==> src/rtl/icr_pkg.sv <==
package icr_pkg;

  localparam int unsigned SEL_W = 3;

  typedef enum logic [SEL_W-1:0] {
    SEL_CAUSE = 3'd0,
    SEL_CSET  = 3'd1,
    SEL_MSET  = 3'd2,
    SEL_MCLR  = 3'd3,
    SEL_MODE  = 3'd4,
    SEL_MVIEW = 3'd5,
    SEL_MASKV = 3'd6,
    SEL_NONE  = 3'd7
  } reg_sel_e;

endpackage

==> src/rtl/icr_cause_bank.sv <==
module icr_cause_bank #(
  parameter int unsigned NUM_EVT = 32
) (
  input  logic               clk_i,
  input  logic               rst_n,
  input  logic [NUM_EVT-1:0] evt_i,
  input  logic [NUM_EVT-1:0] sw_set_i,
  input  logic [NUM_EVT-1:0] w1c_i,
  input  logic               rd_clr_i,
  input  logic [NUM_EVT-1:0] mode_i,
  output logic [NUM_EVT-1:0] cause_o
);

  for (genvar b = 0; b < NUM_EVT; b++) begin : g_bit
    logic set_b;
    logic clr_b;
    logic en_b;
    logic bit_q;

    // set has priority: when set is active the loaded value is 1
    always_comb begin
      set_b = evt_i[b] | sw_set_i[b];
      clr_b = (rd_clr_i & mode_i[b]) | (w1c_i[b] & ~mode_i[b]);
      en_b  = set_b | clr_b;
    end

    always_ff @(posedge clk_i or negedge rst_n) begin
      if (!rst_n) begin
        bit_q <= 1'b0;
      end else if (en_b) begin
        bit_q <= set_b;
      end
    end

    assign cause_o[b] = bit_q;
  end

endmodule

==> src/rtl/icr_mask_mode.sv <==
module icr_mask_mode #(
  parameter int unsigned NUM_EVT = 32
) (
  input  logic               clk_i,
  input  logic               rst_n,
  input  logic               mset_en_i,
  input  logic               mclr_en_i,
  input  logic               mode_en_i,
  input  logic [NUM_EVT-1:0] wdata_i,
  output logic [NUM_EVT-1:0] mask_o,
  output logic [NUM_EVT-1:0] mode_o
);

  logic [NUM_EVT-1:0] mask_q, mask_d;
  logic [NUM_EVT-1:0] mode_q;
  logic               mask_en;

  always_comb begin
    mask_en = mset_en_i | mclr_en_i;
    mask_d  = mask_q;
    if (mset_en_i) begin
      mask_d = mask_q | wdata_i;
    end else if (mclr_en_i) begin
      mask_d = mask_q & ~wdata_i;
    end
  end

  always_ff @(posedge clk_i or negedge rst_n) begin
    if (!rst_n) begin
      mask_q <= '1;
    end else if (mask_en) begin
      mask_q <= mask_d;
    end
  end

  always_ff @(posedge clk_i or negedge rst_n) begin
    if (!rst_n) begin
      mode_q <= '0;
    end else if (mode_en_i) begin
      mode_q <= wdata_i;
    end
  end

  assign mask_o = mask_q;
  assign mode_o = mode_q;

endmodule

==> src/rtl/icr_read_port.sv <==
module icr_read_port
  import icr_pkg::*;
#(
  parameter int unsigned NUM_EVT = 32
) (
  input  logic               clk_i,
  input  logic               rst_n,
  input  logic               rd_i,
  input  logic [SEL_W-1:0]   sel_i,
  input  logic [NUM_EVT-1:0] cause_i,
  input  logic [NUM_EVT-1:0] mask_i,
  input  logic [NUM_EVT-1:0] mode_i,
  output logic [NUM_EVT-1:0] rdata_o
);

  logic [NUM_EVT-1:0] rdata_d, rdata_q;

  always_comb begin
    unique case (reg_sel_e'(sel_i))
      SEL_CAUSE: rdata_d = cause_i;
      SEL_MODE:  rdata_d = mode_i;
      SEL_MVIEW: rdata_d = cause_i & ~mask_i;
      SEL_MASKV: rdata_d = mask_i;
      default:   rdata_d = '0;
    endcase
  end

  always_ff @(posedge clk_i or negedge rst_n) begin
    if (!rst_n) begin
      rdata_q <= '0;
    end else if (rd_i) begin
      rdata_q <= rdata_d;
    end
  end

  assign rdata_o = rdata_q;

endmodule

==> src/rtl/icr_bank.sv <==
module icr_bank
  import icr_pkg::*;
#(
  parameter int unsigned NUM_EVT = 32
) (
  input  logic               clk_i,
  input  logic               rst_n_i,
  input  logic [NUM_EVT-1:0] evt_i,
  input  logic               bus_wr_i,
  input  logic               bus_rd_i,
  input  logic [SEL_W-1:0]   bus_addr_i,
  input  logic [NUM_EVT-1:0] bus_wdata_i,
  output logic [NUM_EVT-1:0] bus_rdata_o,
  output logic               irq_o
);

  logic rst_s1_q;
  logic rst_sync_n;

  always_ff @(posedge clk_i or negedge rst_n_i) begin
    if (!rst_n_i) begin
      rst_s1_q   <= 1'b0;
      rst_sync_n <= 1'b0;
    end else begin
      rst_s1_q   <= 1'b1;
      rst_sync_n <= rst_s1_q;
    end
  end

  logic [NUM_EVT-1:0] sw_set;
  logic [NUM_EVT-1:0] w1c;
  logic               rd_clr;
  logic               mset_en, mclr_en, mode_en;

  always_comb begin
    sw_set  = '0;
    w1c     = '0;
    rd_clr  = bus_rd_i && (bus_addr_i == SEL_CAUSE);
    mset_en = bus_wr_i && (bus_addr_i == SEL_MSET);
    mclr_en = bus_wr_i && (bus_addr_i == SEL_MCLR);
    mode_en = bus_wr_i && (bus_addr_i == SEL_MODE);
    if (bus_wr_i && (bus_addr_i == SEL_CSET))  sw_set = bus_wdata_i;
    if (bus_wr_i && (bus_addr_i == SEL_CAUSE)) w1c    = bus_wdata_i;
  end

  logic [NUM_EVT-1:0] cause_q;
  logic [NUM_EVT-1:0] mask_q;
  logic [NUM_EVT-1:0] mode_q;

  icr_cause_bank #(.NUM_EVT(NUM_EVT)) u_cause (
    .clk_i    (clk_i),
    .rst_n    (rst_sync_n),
    .evt_i    (evt_i),
    .sw_set_i (sw_set),
    .w1c_i    (w1c),
    .rd_clr_i (rd_clr),
    .mode_i   (mode_q),
    .cause_o  (cause_q)
  );

  icr_mask_mode #(.NUM_EVT(NUM_EVT)) u_mask (
    .clk_i     (clk_i),
    .rst_n     (rst_sync_n),
    .mset_en_i (mset_en),
    .mclr_en_i (mclr_en),
    .mode_en_i (mode_en),
    .wdata_i   (bus_wdata_i),
    .mask_o    (mask_q),
    .mode_o    (mode_q)
  );

  icr_read_port #(.NUM_EVT(NUM_EVT)) u_rd (
    .clk_i   (clk_i),
    .rst_n   (rst_sync_n),
    .rd_i    (bus_rd_i),
    .sel_i   (bus_addr_i),
    .cause_i (cause_q),
    .mask_i  (mask_q),
    .mode_i  (mode_q),
    .rdata_o (bus_rdata_o)
  );

  logic irq_d, irq_q;

  always_comb begin
    irq_d = |(cause_q & ~mask_q);
  end

  always_ff @(posedge clk_i or negedge rst_sync_n) begin
    if (!rst_sync_n) begin
      irq_q <= 1'b0;
    end else begin
      irq_q <= irq_d;
    end
  end

  assign irq_o = irq_q;

endmodule

==> config.mk <==
export PLATFORM = sky130hd
export DESIGN_NAME = icr_bank
export DESIGN_NICKNAME = d
export VERILOG_FILES = /design/src/rtl/icr_pkg.sv /design/src/rtl/icr_cause_bank.sv /design/src/rtl/icr_mask_mode.sv /design/src/rtl/icr_read_port.sv /design/src/rtl/icr_bank.sv
export SDC_FILE = /design/constraint.sdc
export NUM_CORES = 1
export LEC_CHECK = 0
export ABC_AREA = 1
export ABC_CLOCK_PERIOD_IN_PS = 5700
export BUFFER_PORTS_ARGS = -buffer_cell sky130_fd_sc_hd__buf_2
export CAP_MARGIN = 10
export CORE_UTILIZATION = 41
export CTS_BUF_LIST = sky130_fd_sc_hd__clkbuf_16
export DETAILED_ROUTE_END_ITERATION = 12
export GPL_ROUTABILITY_DRIVEN = 1
export PLACE_DENSITY = 0.57
export REMOVE_ABC_BUFFERS = 1
export SYNTH_ARGS = -nofsm -noshare
export SYNTH_HDL_FRONTEND = slang
export SYNTH_SLANG_ARGS = --single-unit
==> constraint.sdc <==
create_clock -name clk_i -period 5.7 [get_ports clk_i]
set_clock_uncertainty 0.15 [all_clocks]
set_input_delay 0.285 -clock clk_i [delete_from_list [all_inputs] [get_ports clk_i]]
set_output_delay 0.285 -clock clk_i [all_outputs]
set_load 0.01 [all_outputs]
# Yosys cells after proc, flatten, opt, wreduce, memory -nomap -nowiden
# Index checks and enable logic that the tools add are counted.
# totals
ff_bits	131
word_cells	257
# classes
eq_ne	6
mux	5
bitwise	198
n_reduce_logical	10
# ops
op	n
32-bit 2-to-1 mux	4
32-bit one-hot mux with 4 select lines	1
1-bit bitwise OR	97
1-bit AND	64
32-bit AND	2
32-bit NOT	2
1-bit NOT	32
32-bit bitwise OR	1
32-bit OR reduction	1
3-bit equality test (second input constant)	3
3-bit by 2-bit equality test with 1-bit output (second input constant)	2
1-bit logical AND	6
3-bit by 1-bit equality test with 1-bit output (second input constant)	1
3-bit zero test	1
2-bit AND reduction	1
2-bit nonzero test	1

# Logic depth before layout (Yosys ltp)
# depth
ltp_word	6
ltp_mapped	9
mapped_depth_nobuf	7

# Hierarchy
# Synthesis repeated with hierarchy kept, for this count alone.
# unflattened
cells_unflattened	1191
area_unflattened_um2	7998.9
# by_module_without_submodules
mod	n_inst	cells_per_inst	area_each_um2	seq_area_each_um2
icr_mask_mode	1	301	2646.3	1641.6
icr_read_port	1	422	2571.2	800.8
icr_cause_bank	1	259	1835.5	800.8
icr_bank	1	209	945.9	75.1

# Least setup slack after synthesis
# No wires, ideal clock.
# synth_path
path_kind	in2reg
from	input bus_addr_i[2]
to	register u_cause.g_bit[10].bit_q
setup_time_ns	0.117
arrival_time_ns	1.125
required_time_ns	5.433
path_slack_ns	4.308
path_stages	8
n_path_buf	2
cell_sequence	buf_2 > inv_1 > nand2_1 > nor2_2 > buf_2 > nand2_1 > nand3_1 > nand2_1
# synth_via
elab_chain_cells	6
word_cells_on_any_way	12
classes_between	eq/ne (1); mux (2); bitwise (5); reduce/logical (4)
# synth_lines
item	line	source
from (decl)	icr_bank.sv:11	input logic [SEL_W-1:0] bus_addr_i,
3-bit zero test	icr_bank.sv:38, icr_bank.sv:43	
1-bit logical AND	icr_bank.sv:43	if (bus_wr_i && (bus_addr_i == SEL_CAUSE)) w1c = bus_wdata_i;
32-bit 2-to-1 mux	icr_bank.sv:43	
1-bit AND	icr_cause_bank.sv:23	clr_b = (rd_clr_i & mode_i[b]) | (w1c_i[b] & ~mode_i[b]);
1-bit bitwise OR	icr_cause_bank.sv:23	
1-bit bitwise OR	icr_cause_bank.sv:24	en_b = set_b | clr_b;
to (signal assigned)	icr_cause_bank.sv:31	bit_q <= set_b;
to (decl)	icr_cause_bank.sv:18	logic bit_q;
# Several ways; a longest one is shown, not always the timed one.
# A chain may end at the register's enable or synchronous reset.

==> reports/metrics.yaml <==
grt_pass1_vias: 6278
grt_max_degree: 97
cts_buffers: 17
ff2ff_path_depth: 1
worstSetupStartpoint: "bus_wr_i"
synth_edf_count: 0
ys_ff_latch: 131
overflow: 0
vias_per_cell: 4.81
status: "finished clean"
post_drt_wl_per_cell_um: 14.0
fill_cells: 1732
cts_setup_buffers: 0
synthTopCellsByArea: "dfrtp_1 (35%), nand2_1 (16%), dfstp_2 (12%), nand3_1 (9.2%), nor2_1 (7.2%)"
path_clk_slew_ns: 0.05
synth_common_cells: "nand2_1 (311), nor2_1 (138), inv_1 (133)"
firstDrtPassIters: 5
rrSetupSlack_ns: 3.70
p_leak_nw: 4.54
tightest_slew_ns: 1.04
io_buffers: 103
drive_above_1_share_pct: 14.9
die_area_um2: 18000
hold-worst-slack_ns: 0.0176
async_flop_share_pct: 100
ys_seq_area_share_pct: 46.4
drt_iter0_drc: 386
min_period_ns: 2.62
coreArea_um2: 16800
yosysWarningCount: 0
postSynthCellCount: 1029
clockBufferDepth: 2
critical_path_class: "in2reg"
drc_errors: 0
critical_path.max_fanout: 35
clock.fmax_mhz: 382
setup_viol: 0
ir_worst_vdd_v: 0.000210
slew_headroom_pct: 30.3
antennaDiodeCount: 0
yosysTopAreaCellShare_pct: 34.6
cp.arrival_ns: 2.78
h-tree-depth: 4
syn_area_per_cell_um2: 6.95
dpl.hpwl_mm: 11.7
setup_tns_ns: 0
syn_area_um2: 7150
multiInputGateArea_um2: 3110
grt_use_total_pct: 23.0
drt_wl_total_mm: 19.2
rows: 47
yosysMostFrequentCell: "nand2_1"
cap_violations: 0
ant_nets: 0
regArea_um2: 3320
gp_congestion: 0.779
initial_core_util_pct: 42.5
rsz0062_at_grt: "false"
p_per_area_nw_per_um2: 296
clock_latency_ns: 0.41
area_growth_syn_to_layout_pct: 19.6
num_vias: 6591
ys_types: 16
yosys.area.top_type: "dfrtp_1"
synth_top_flop_cell: "dfrtp_1"
rr_endpoint: "u_rd.rdata_o[2]$_DFFE_PN0P_"
fp.dieW_um: 134
cp-end-kind: "flip-flop"
antenna_found_initial: 0
hold_viol: 0
finalMaxSlewViolations: 0
io_pins: 104
crit_path_start_kind: "primary input"
fin_crit_sh_pct: 45.9
die_y_um: 134
clkSinkCount: 131
cts_root_buffer: "clkbuf_16"
hold_class: "in2reg"
critPathRequiredTime_ns: 5.87
cts_tree: "yes"
grt_pass1_wl_mm: 32.2
r2r-start: "rst_sync_n$_DFF_PN0_"
nets: 1208
==> worst min path at each step <==
stage	slack, ns	depth (start not counted)	end	start
global placement	-0.08	1	rst_s1_q$_DFF_PN0_	rst_n_i
CTS	0.004	4	u_cause.g_bit[22].bit_q$_DFFE_PN0P_	evt_i[22]
detailed placement	-0.08	1	rst_s1_q$_DFF_PN0_	rst_n_i
finish	0.02	4	u_cause.g_bit[31].bit_q$_DFFE_PN0P_	evt_i[31]
floorplan	-0.16	0	rst_s1_q$_DFF_PN0_	rst_n_i
global route	0.02	2	rst_sync_n$_DFF_PN0_	rst_n_i
==> layer usage <==
metal / GRT usage [%] / wire length (um) / share of wire [%]
met5: 0 / 0 / 0
met4: 6.43 / 215 / 1.1
met3: 3.55 / 755 / 3.9
met2: 37.6 / 8910 / 46
met1: 31.7 / 9360 / 49
==> critical path, cell delays in order <==
cell and delay, ns:
buf_2 0.15, inv_1 0.09, nor2_4 0.77, nand2_1 0.92, o21ai_0 0.39, o21ai_0 0.16
==> report_power, final <==
group	internal [mW]	leakage (nW)	switching [mW]
Clock	0.533	0.259	0.385
Combinational	0.165	2.81	0.267
Sequential	1.09	1.47	0.0924
Total	1.78	4.54	0.744
==> metrics by stage <==
stage | utilization, % | instances | instance area [um2] | total power [mW] | setup WS, ns
final | 50.8 | 1370 | 8550 | 2.53 | 3.08
after global routing | 50.8 | 1370 | 8550 | 2.68 | 2.75
after CTS | 50.8 | 1370 | 8550 | 2.55 | 3.03
after detailed placement | 46.4 | 1312 | 7800 | 1.61 | 2.61
after global placement | 46.4 | 1312 | 7800 | 1.61 | 2.67
after floorplan | - | 978 | 6930 | 1.45 | 1.69
==> area by class of cell <==
cell class,instances,share of cell area [%]
inverter,133,5.84
clock inverter,15,0.732
sequential,131,38.8
tap,220,3.22
multi-input combinational,714,36.4
timing repair buffer,140,10.0
clock buffer,17,4.97
==> cell usage in the layout, fill, tap and decap left out, drive strengths merged, types with 8 or more instances in the layout <==
cell type and count:
nand2 311, nor2 141, inv 139, nand3 133, buf 114, dfrtp 99
o21ai 96, o21bai 32, dfstp 32, dlygate4sd3 26, clkbuf 17, clkinv 8
==> repair_timing <==
item                      4_1_cts  5_1_grt
hold endpoints to repair       27        0
gates resized for setup         0        0
hold buffers                   26        0
==> kinds of logic after synthesis <==
group	share of synthesized area, %
buffers and inverters	10.1
flip-flops	46.4
other	0.0524
AO/OA/AOI/OAI	10.1
AND/OR/NAND/NOR	33.3
No activity file was read; power rests on OpenSTA's default activity.
